`src/rtl/pwm3_pkg.sv`:
```
package pwm3_pkg;

  localparam int unsigned NPH = 3;

  localparam logic [3:0] ADR_HALF  = 4'h0;
  localparam logic [3:0] ADR_DUTY0 = 4'h1;
  localparam logic [3:0] ADR_DEAD  = 4'h4;
  localparam logic [3:0] ADR_SYNCW = 4'h5;
  localparam logic [3:0] ADR_CTRL  = 4'h6;
  localparam logic [3:0] ADR_CHOP  = 4'h7;
  localparam logic [3:0] ADR_PMASK = 4'h8;

  localparam int CTRL_DBL   = 0;
  localparam int CTRL_CHOPH = 1;
  localparam int CTRL_CHOPL = 2;
  localparam int CTRL_CLR   = 3;

  typedef enum logic {DIR_DOWN = 1'b0, DIR_UP = 1'b1} dir_e;

  // Half-period actually used by the time base.
  function automatic logic [31:0] eff_half(input logic [31:0] h);
    return (h < 32'd2) ? 32'd2 : h;
  endfunction

  // High side on for count values at or above threshold plus dead band.
  function automatic logic hi_on(input logic [31:0] cnt, input logic [31:0] half,
                                 input logic [31:0] duty, input logic [31:0] dead);
    if (duty == 32'd0) return 1'b0;
    if (duty >= half)  return 1'b1;
    return cnt >= (half - duty) + dead;
  endfunction

  // Low side on for count values below threshold minus dead band.
  function automatic logic lo_on(input logic [31:0] cnt, input logic [31:0] half,
                                 input logic [31:0] duty, input logic [31:0] dead);
    if (duty == 32'd0) return 1'b1;
    if (duty >= half)  return 1'b0;
    return (cnt + dead) < (half - duty);
  endfunction

endpackage

```
`src/rtl/pwm3_regs.sv`:
```
module pwm3_regs
  import pwm3_pkg::*;
#(
  parameter int W        = 16,
  parameter int NPIN     = 12,
  parameter int HALF_RST = 100
) (
  input  logic                  clk,
  input  logic                  rst_n,
  input  logic                  wr_en,
  input  logic [3:0]            wr_addr,
  input  logic [W-1:0]          wr_data,
  input  logic                  load_i,
  output logic [W-1:0]          half_act_o,
  output logic [NPH-1:0][W-1:0] duty_act_o,
  output logic [W-1:0]          dead_act_o,
  output logic [W-1:0]          syncw_o,
  output logic [W-1:0]          chop_div_o,
  output logic [NPIN-1:0]       pmask_o,
  output logic                  dbl_o,
  output logic                  chop_h_o,
  output logic                  chop_l_o,
  output logic                  clr_req_o
);

  logic [W-1:0]          half_sh;
  logic [NPH-1:0][W-1:0] duty_sh;
  logic [W-1:0]          dead_sh;
  logic [2:0]            ctrl_q;

  assign clr_req_o = wr_en && (wr_addr == ADR_CTRL) && wr_data[CTRL_CLR];
  assign dbl_o     = ctrl_q[CTRL_DBL];
  assign chop_h_o  = ctrl_q[CTRL_CHOPH];
  assign chop_l_o  = ctrl_q[CTRL_CHOPL];

  // Shadow and direct registers written by the port.
  always_ff @(posedge clk) begin
    if (!rst_n) begin
      half_sh    <= W'(HALF_RST);
      duty_sh    <= '0;
      dead_sh    <= '0;
      syncw_o    <= W'(1);
      chop_div_o <= '0;
      pmask_o    <= '0;
      ctrl_q     <= '0;
    end else if (wr_en) begin
      if (wr_addr == ADR_HALF)  half_sh    <= wr_data;
      if (wr_addr == ADR_DEAD)  dead_sh    <= wr_data;
      if (wr_addr == ADR_SYNCW) syncw_o    <= wr_data;
      if (wr_addr == ADR_CHOP)  chop_div_o <= wr_data;
      if (wr_addr == ADR_PMASK) pmask_o    <= wr_data[NPIN-1:0];
      if (wr_addr == ADR_CTRL)  ctrl_q     <= wr_data[2:0];
      for (int i = 0; i < NPH; i++) begin
        if (wr_addr == ADR_DUTY0 + 4'(i)) duty_sh[i] <= wr_data;
      end
    end
  end

  // Working set, refreshed only at the turning points named by load_i.
  always_ff @(posedge clk) begin
    if (!rst_n) begin
      half_act_o <= W'(HALF_RST);
      duty_act_o <= '0;
      dead_act_o <= '0;
    end else if (load_i) begin
      half_act_o <= half_sh;
      duty_act_o <= duty_sh;
      dead_act_o <= dead_sh;
    end
  end

  // working values never move between load points.
  p_shadow_hold_r5: assert property (@(posedge clk) disable iff (!rst_n)
    !load_i |=> ($stable(duty_act_o) && $stable(half_act_o) && $stable(dead_act_o)));

endmodule

```
`src/rtl/pwm3_timebase.sv`:
```
module pwm3_timebase
  import pwm3_pkg::*;
#(
  parameter int W = 16
) (
  input  logic         clk,
  input  logic         rst_n,
  input  logic [W-1:0] half_act_i,
  input  logic         dbl_i,
  input  logic [W-1:0] syncw_i,
  input  logic [W-1:0] chop_div_i,
  output logic [W-1:0] cnt_o,
  output logic [W-1:0] half_eff_o,
  output logic         load_o,
  output logic         sync_o,
  output logic         chop_car_o
);

  dir_e         dir_q;
  logic [W-1:0] cnt_q;
  logic [W-1:0] sync_q;
  logic [W-1:0] chop_q;
  logic         car_q;
  logic         ev_start;
  logic         ev_mid;

  assign half_eff_o = W'(eff_half(32'(half_act_i)));
  assign ev_start   = (dir_q == DIR_DOWN) && (cnt_q == '0);
  assign ev_mid     = (dir_q == DIR_UP) && (cnt_q == half_eff_o - W'(1));
  assign load_o     = ev_start || (ev_mid && dbl_i);
  assign cnt_o      = cnt_q;
  assign sync_o     = (sync_q != '0);
  assign chop_car_o = car_q;

  // Triangle counter: turning points repeat their end value for one cycle.
  always_ff @(posedge clk) begin
    if (!rst_n) begin
      dir_q <= DIR_DOWN;
      cnt_q <= '0;
    end else if (ev_start) begin
      dir_q <= DIR_UP;
    end else if (ev_mid) begin
      dir_q <= DIR_DOWN;
    end else if (dir_q == DIR_UP) begin
      cnt_q <= cnt_q + W'(1);
    end else begin
      cnt_q <= cnt_q - W'(1);
    end
  end

  // Sync strobe: width counter started at every load point.
  always_ff @(posedge clk) begin
    if (!rst_n) begin
      sync_q <= '0;
    end else if (load_o) begin
      sync_q <= (syncw_i == '0) ? W'(1) : syncw_i;
    end else if (sync_q != '0) begin
      sync_q <= sync_q - W'(1);
    end
  end

  // Chopping carrier: each level held chop_div_i + 1 cycles.
  always_ff @(posedge clk) begin
    if (!rst_n) begin
      chop_q <= '0;
      car_q  <= 1'b1;
    end else if (chop_q >= chop_div_i) begin
      chop_q <= '0;
      car_q  <= ~car_q;
    end else begin
      chop_q <= chop_q + W'(1);
    end
  end

  // rising half never runs past the working half-period.
  p_cnt_bound_r2: assert property (@(posedge clk) disable iff (!rst_n)
    (dir_q == DIR_UP) |-> (cnt_q < half_eff_o));

  // every load point is followed by a sync strobe.
  p_sync_on_load_r6: assert property (@(posedge clk) disable iff (!rst_n)
    load_o |=> sync_o);

  // in single-update mode a midpoint never loads.
  p_no_mid_load_r7: assert property (@(posedge clk) disable iff (!rst_n)
    (!dbl_i && (dir_q == DIR_UP)) |-> !load_o);

endmodule

```
`src/rtl/pwm3_phase.sv`:
```
module pwm3_phase
  import pwm3_pkg::*;
#(
  parameter int W = 16
) (
  input  logic         clk,
  input  logic         rst_n,
  input  logic [W-1:0] cnt_i,
  input  logic [W-1:0] half_eff_i,
  input  logic [W-1:0] duty_i,
  input  logic [W-1:0] dead_i,
  input  logic         car_i,
  input  logic         chop_h_i,
  input  logic         chop_l_i,
  output logic         hi_o,
  output logic         lo_o
);

  logic hi_raw;
  logic lo_raw;
  logic hi_d;
  logic lo_d;

  assign hi_raw = hi_on(32'(cnt_i), 32'(half_eff_i), 32'(duty_i), 32'(dead_i));
  assign lo_raw = lo_on(32'(cnt_i), 32'(half_eff_i), 32'(duty_i), 32'(dead_i));
  assign hi_d   = hi_raw && (car_i || !chop_h_i);
  assign lo_d   = lo_raw && (car_i || !chop_l_i);

  always_ff @(posedge clk) begin
    if (!rst_n) begin
      hi_o <= 1'b0;
      lo_o <= 1'b0;
    end else begin
      hi_o <= hi_d;
      lo_o <= lo_d;
    end
  end

  // the two switches of one leg are never on together.
  p_no_overlap_r4: assert property (@(posedge clk) disable iff (!rst_n)
    !(hi_o && lo_o));

endmodule

```
`src/rtl/pwm3_guard.sv`:
```
module pwm3_guard #(
  parameter int NPIN = 12
) (
  input  logic            clk,
  input  logic            rst_n,
  input  logic            trip_i,
  input  logic [NPIN-1:0] pins_i,
  input  logic [NPIN-1:0] pmask_i,
  input  logic            clr_req_i,
  output logic            kill_o,
  output logic            shut_o,
  output logic            trip_lvl_o
);

  logic src_any;

  assign src_any = trip_i || ((pins_i & pmask_i) != '0);
  assign kill_o  = shut_o || src_any;

  always_ff @(posedge clk) begin
    if (!rst_n) begin
      shut_o     <= 1'b1;
      trip_lvl_o <= 1'b0;
    end else begin
      trip_lvl_o <= trip_i;
      if (src_any)        shut_o <= 1'b1;
      else if (clr_req_i) shut_o <= 1'b0;
    end
  end

  // an active source leaves the latch set whatever is written.
  p_clear_blocked_r11: assert property (@(posedge clk) disable iff (!rst_n)
    src_any |=> shut_o);

  // without a clear request the latch holds.
  p_latch_hold_r11: assert property (@(posedge clk) disable iff (!rst_n)
    (shut_o && !clr_req_i) |=> shut_o);

endmodule

```
`src/rtl/tri_pwm_gen.sv`:
```
module tri_pwm_gen
  import pwm3_pkg::*;
#(
  parameter int W        = 16,
  parameter int NPIN     = 12,
  parameter int HALF_RST = 100
) (
  input  logic            clk,
  input  logic            rst_n,
  input  logic            wr_en,
  input  logic [3:0]      wr_addr,
  input  logic [W-1:0]    wr_data,
  input  logic            trip_i,
  input  logic [NPIN-1:0] pins_i,
  output logic [2:0]      pwm_hi_o,
  output logic [2:0]      pwm_lo_o,
  output logic            sync_o,
  output logic            trip_lvl_o,
  output logic            shut_o
);

  logic [W-1:0]          half_act;
  logic [W-1:0]          half_eff;
  logic [NPH-1:0][W-1:0] duty_act;
  logic [W-1:0]          dead_act;
  logic [W-1:0]          syncw;
  logic [W-1:0]          chop_div;
  logic [NPIN-1:0]       pmask;
  logic                  dbl;
  logic                  chop_h;
  logic                  chop_l;
  logic                  clr_req;
  logic                  load;
  logic [W-1:0]          cnt;
  logic                  car;
  logic                  kill;
  logic [NPH-1:0]        hi_q;
  logic [NPH-1:0]        lo_q;

  pwm3_regs #(.W(W), .NPIN(NPIN), .HALF_RST(HALF_RST)) regs_i (
    .clk(clk), .rst_n(rst_n), .wr_en(wr_en), .wr_addr(wr_addr), .wr_data(wr_data),
    .load_i(load), .half_act_o(half_act), .duty_act_o(duty_act), .dead_act_o(dead_act),
    .syncw_o(syncw), .chop_div_o(chop_div), .pmask_o(pmask), .dbl_o(dbl),
    .chop_h_o(chop_h), .chop_l_o(chop_l), .clr_req_o(clr_req)
  );

  pwm3_timebase #(.W(W)) tb_i (
    .clk(clk), .rst_n(rst_n), .half_act_i(half_act), .dbl_i(dbl), .syncw_i(syncw),
    .chop_div_i(chop_div), .cnt_o(cnt), .half_eff_o(half_eff), .load_o(load),
    .sync_o(sync_o), .chop_car_o(car)
  );

  for (genvar g = 0; g < NPH; g++) begin : g_phase
    pwm3_phase #(.W(W)) ph_i (
      .clk(clk), .rst_n(rst_n), .cnt_i(cnt), .half_eff_i(half_eff),
      .duty_i(duty_act[g]), .dead_i(dead_act), .car_i(car),
      .chop_h_i(chop_h), .chop_l_i(chop_l), .hi_o(hi_q[g]), .lo_o(lo_q[g])
    );
  end

  pwm3_guard #(.NPIN(NPIN)) guard_i (
    .clk(clk), .rst_n(rst_n), .trip_i(trip_i), .pins_i(pins_i), .pmask_i(pmask),
    .clr_req_i(clr_req), .kill_o(kill), .shut_o(shut_o), .trip_lvl_o(trip_lvl_o)
  );

  // Shutdown gating acts without a clock edge.
  assign pwm_hi_o = kill ? '0 : hi_q;
  assign pwm_lo_o = kill ? '0 : lo_q;

  // a high trip input leaves every output inactive.
  p_trip_off_r9: assert property (@(posedge clk) disable iff (!rst_n)
    trip_i |-> ((pwm_hi_o == 3'b000) && (pwm_lo_o == 3'b000)));

  // while latched off nothing switches.
  p_latched_off_r1: assert property (@(posedge clk) disable iff (!rst_n)
    shut_o |-> ((pwm_hi_o == 3'b000) && (pwm_lo_o == 3'b000)));

endmodule

```
`config.mk`:
```
export PLATFORM = sky130hd
export DESIGN_NAME = tri_pwm_gen
export DESIGN_NICKNAME = d
export VERILOG_FILES = /design/src/rtl/pwm3_pkg.sv /design/src/rtl/pwm3_regs.sv /design/src/rtl/pwm3_timebase.sv /design/src/rtl/pwm3_phase.sv /design/src/rtl/pwm3_guard.sv /design/src/rtl/tri_pwm_gen.sv
export SDC_FILE = /design/constraint.sdc
export NUM_CORES = 1
export LEC_CHECK = 0
export ABC_AREA = 1
export BUFFER_PORTS_ARGS = -buffer_cell sky130_fd_sc_hd__clkbuf_2
export CAP_MARGIN = 10
export CORE_MARGIN = 3
export CORE_UTILIZATION = 40
export CTS_CLUSTER_DIAMETER = 30
export CTS_CLUSTER_SIZE = 24
export DETAILED_ROUTE_END_ITERATION = 7
export PLACE_DENSITY = 0.62
export SKIP_CTS_REPAIR_TIMING = 1
export SLEW_MARGIN = 20
export SYNTH_ARGS = -nofsm -noshare
export SYNTH_HDL_FRONTEND = slang
export SYNTH_SLANG_ARGS = --single-unit
```
`constraint.sdc`:
```
create_clock -name clk -period 9.4 [get_ports clk]
set_input_delay 0.94 -clock clk [delete_from_list [all_inputs] [get_ports clk]]
set_output_delay 0.94 -clock clk [all_outputs]
set_load 0.01 [all_outputs]
```
==> insert_results.sql <==
INSERT INTO impl_metrics (metric_group, metric, value, unit) VALUES
('global_route', 'grt_antenna_before_repair', '1', ''),
('global_route', 'track_usage', '22.71', '%'),
('placed_design', 'globalplace.congestion', '0.9668', ''),
('worst_setup_path', 'worstPathBufferInverterCount', '2', ''),
('die', 'core_area', '45580', 'um^2'),
('global_route', 'grt_pass1_vias', '17020', ''),
('global_route', 'wire_length_of_the_first_global_routing_pass', '89.93', 'mm'),
('synth', 'synth.cell_area', '18550', 'um^2'),
('sta', 'worst-slew-pin-transition', '1.094', 'ns'),
('synth', 'synth.lib_cells_used.distinct', '50', ''),
('layout', 'layout_commonest_cell', 'sky130_fd_sc_hd__nor2_1', ''),
('sta', 'totalNegativeSetupSlack', '0', 'ns'),
('clock_network', 'cts_root_buf', 'sky130_fd_sc_hd__clkbuf_16', ''),
('drt', 'detail_route.drc_violations', '0', ''),
('run_status', 'run_status', 'finished clean', ''),
('worst_setup_path', 'critical_path.max_stage_delay', '0.66', 'ns'),
('placed_design', 'dpl.hpwl', '43.73', 'mm'),
('sta', 'final_hold_vios', '0', ''),
('layout', 'number_of_filler_instances_in_the_final_layout', '4502', ''),
('die', 'io_pins', '45', ''),
('sta', 'period_share', '59.44', '%'),
('sta', 'final.min_clock_period', '5.587', 'ns'),
('clock_network', 'worst_skew_pair.late_latency', '0.61', 'ns'),
('synth', 'syn_nets', '2857', ''),
('synth', 'syn_inst_count', '2572', ''),
('layout', 'n_antenna_cell', '0', ''),
('synth', 'postSynthAreaPerCell', '7.212', 'um^2'),
('die', 'die_h', '221.3', 'um'),
('drt', 'met3RoutedLength', '3.763', 'mm'),
('layout', 'fin_util', '47.10', '%'),
('drt', 'postRouteAntennaNets', '0', ''),
('worst_setup_path', 'reg2regPathDepth', '27', ''),
('power', 'p_sw', '1.577', 'mW'),
('worst_setup_path', 'worst_path_most_repeated_cell', 'sky130_fd_sc_hd__nand2_1', ''),
('drt', 'wl_per_cell', '17.48', 'um'),
('power', 'switching_fraction_of_total_power', '32.42', '%'),
('worst_setup_path', 'cp_top_family', 'compound AO/OA/AOI/OAI gates', ''),
('placed_design', 'cell_count_post_placement', '3138', ''),
('layout', 'drive_above_1_share', '7.353', '%'),
('layout', 'finish.cell_count_without_fillers', '3252', ''),
('drt', 'route.final.wire_length', '56.84', 'mm'),
('sta', 'fmax', '0.1790', 'GHz'),
('layout', 'layout-area-overhead-vs-synth', '15.72', '%'),
('power', 'power.static_leakage', '9.922', 'nW'),
('worst_setup_path', 'crit_path_dat', '6.12', 'ns'),
('drt', 'top_layer', 'met5', ''),
('sta', 'finalSetupViolations', '0', ''),
('drt', 'viasPerCell', '5.336', ''),
('die', 'dieArea', '48990', 'um^2'),
('power', 'power.internal', '3.287', 'mW'),
('die', 'rows', '78', ''),
('drt', 'detailroute.wirelength.met2', '25.36', 'mm'),
('worst_setup_path', 'worst-setup-path-type', 'flip-flop to flip-flop', ''),
('power', 'p_seq_share', '26.3', '%'),
('layout', 'layout_common_cells', 'sky130_fd_sc_hd__nor2_1 (347), sky130_fd_sc_hd__inv_1 (300), sky130_fd_sc_hd__nand2_1 (295)', ''),
('min_path', 'min_path_cells', '2', ''),
('global_route', 'maximum_number_of_pins_on_one_net_before_global_route_repair', '108', ''),
('synth', 'ys_warn_count', '0', ''),
('drt', 'drt-initial-drc-count', '1179', ''),
('sta', 'worst_slew_slack_as_a_fraction_of_its_limit', '27.01', '%'),
('worst_setup_path', 'timing.critical_path.from_type', 'flip-flop', ''),
('worst_setup_path', 'worst_ep_required_time', '9.93', 'ns'),
('drt', 'detail_route.first_pass.iterations', '7', ''),
('worst_setup_path', 'crit_fanout', '8', ''),
('global_route', 'overflow', '0', ''),
('power', 'irDropWorstVdd', '0.1763', 'mV'),
('sta', 'finalMaxSlewViolations', '0', ''),
('power', 'clockPowerShare', '46.6', '%'),
('clock_network', 'tritoncts_num_sinks', '265', ''),
('layout', 'final_nets', '2886', ''),
('die', 'floorplan.initialDensity', '40.70', '%');
==> kinds of logic after synthesis <==
group / synth area share [%]
AO/OA/AOI/OAI: 19.50
XOR/XNOR: 7.130
adder cells (fa/ha/maj): 17.12
buffers and inverters: 8.445
flip-flops: 28.60
AND/OR/NAND/NOR: 19.20
==> flip-flops by register name (all words and copies together), names as in the netlist, 12 cells and up <==
name and cells:
regs_i.syncw_o 16, regs_i.duty_sh 48, regs_i.half_act_o 16, tb_i.cnt_o 16, tb_i.chop_q 16, regs_i.dead_sh 16, regs_i.pmask_o 12, regs_i.dead_act_o 16
regs_i.chop_div_o 16, regs_i.half_sh 16, tb_i.sync_q 16, regs_i.duty_act_o 48
==> final timing paths <==
check                            start              endpoint
setup / recovery  regs_i.half_act_o[8]  g_phase[1].ph_i.hi_o
hold / removal       regs_i.half_sh[5]     regs_i.half_sh[5]
setup reg to reg  regs_i.half_act_o[8]  g_phase[1].ph_i.hi_o
hold reg to reg      regs_i.half_sh[5]     regs_i.half_sh[5]
==> power groups by stage <==
stage                     logic, mW  registers (mW)  clock network, mW
after floorplan               0.966            1.28                  0
after global placement         1.26            1.30                  0
after detailed placement       1.30            1.30                  0
after CTS                      1.31            1.28               2.30
after global routing           1.51            1.29               2.36
final                          1.32            1.28               2.27
==> per-layer routing <==
layer | up-vias | global-route usage [%]
met5 | - | 0
met4 | 2 | 10.49
met3 | 132 | 4.789
met2 | 514 | 37.19
met1 | 7966 | 28.66
li1 | 8739 | -
==> layout make-up <==
type / instances / share of cell area (%)
timing repair buffer: 60 / 1.597
tap: 600 / 3.497
clock inverter: 37 / 2.576
sequential: 265 / 24.71
clock buffer: 77 / 7.863
inverter: 304 / 5.316
multi-input combinational: 1909 / 54.44
==> worst min-delay path: stages, from the launching register on <==
cell and delay, ns:
sky130_fd_sc_hd__dfxtp_1 0.32, sky130_fd_sc_hd__nand2_1 0.05, sky130_fd_sc_hd__nand3_1 0.05
==> cell usage after synthesis (all sizes together) <==
master / instances / area [um^2]
nor2: 355 / 1350
inv: 302 / 1134
o21ai: 301 / 1506
nand2: 298 / 1131
a21oi: 274 / 1398
dfxtp: 265 / 5305
ha: 241 / 3015
xor2: 99 / 867.1
nand3: 79 / 400.4
clkbuf: 70 / 264.0
xnor2: 52 / 455.4
nand4: 33 / 221.5
nor3: 32 / 165.2
nor4: 31 / 193.9
buf: 24 / 161.4
a21o: 15 / 112.6
o211ai: 13 / 97.59
a211oi: 11 / 82.58
a21boi: 9 / 67.56
a31oi: 8 / 50.05
fa: 8 / 160.2
nor3b: 7 / 52.55
o2111ai: 7 / 61.31
o21bai: 7 / 52.55
a221oi: 6 / 52.55
o221ai: 5 / 43.79
o31ai: 4 / 30.03
or2: 4 / 25.02
nand3b: 3 / 22.52
clkinv: 2 / 7.510
a22o: 1 / 8.760
a31o: 1 / 8.760
a32o: 1 / 10.01
o211a: 1 / 10.01
o21a: 1 / 7.510
o2bb2ai: 1 / 8.760
o311ai: 1 / 8.760
==> metrics by stage <==
step | cell area, um^2 | hold slack, ns | setup slack, ns
5_1_grt | 21470 | 0.4792 | 3.285
6_report | 21470 | 0.4567 | 3.813
3_5_place_dp | 19220 | 0.4454 | 3.905
3_3_place_gp | 19220 | 0.4424 | 4.095
4_1_cts | 21470 | 0.4576 | 3.871
2_1_floorplan | 18550 | 0.4292 | 4.781
(Power assumes the default switching activity.)
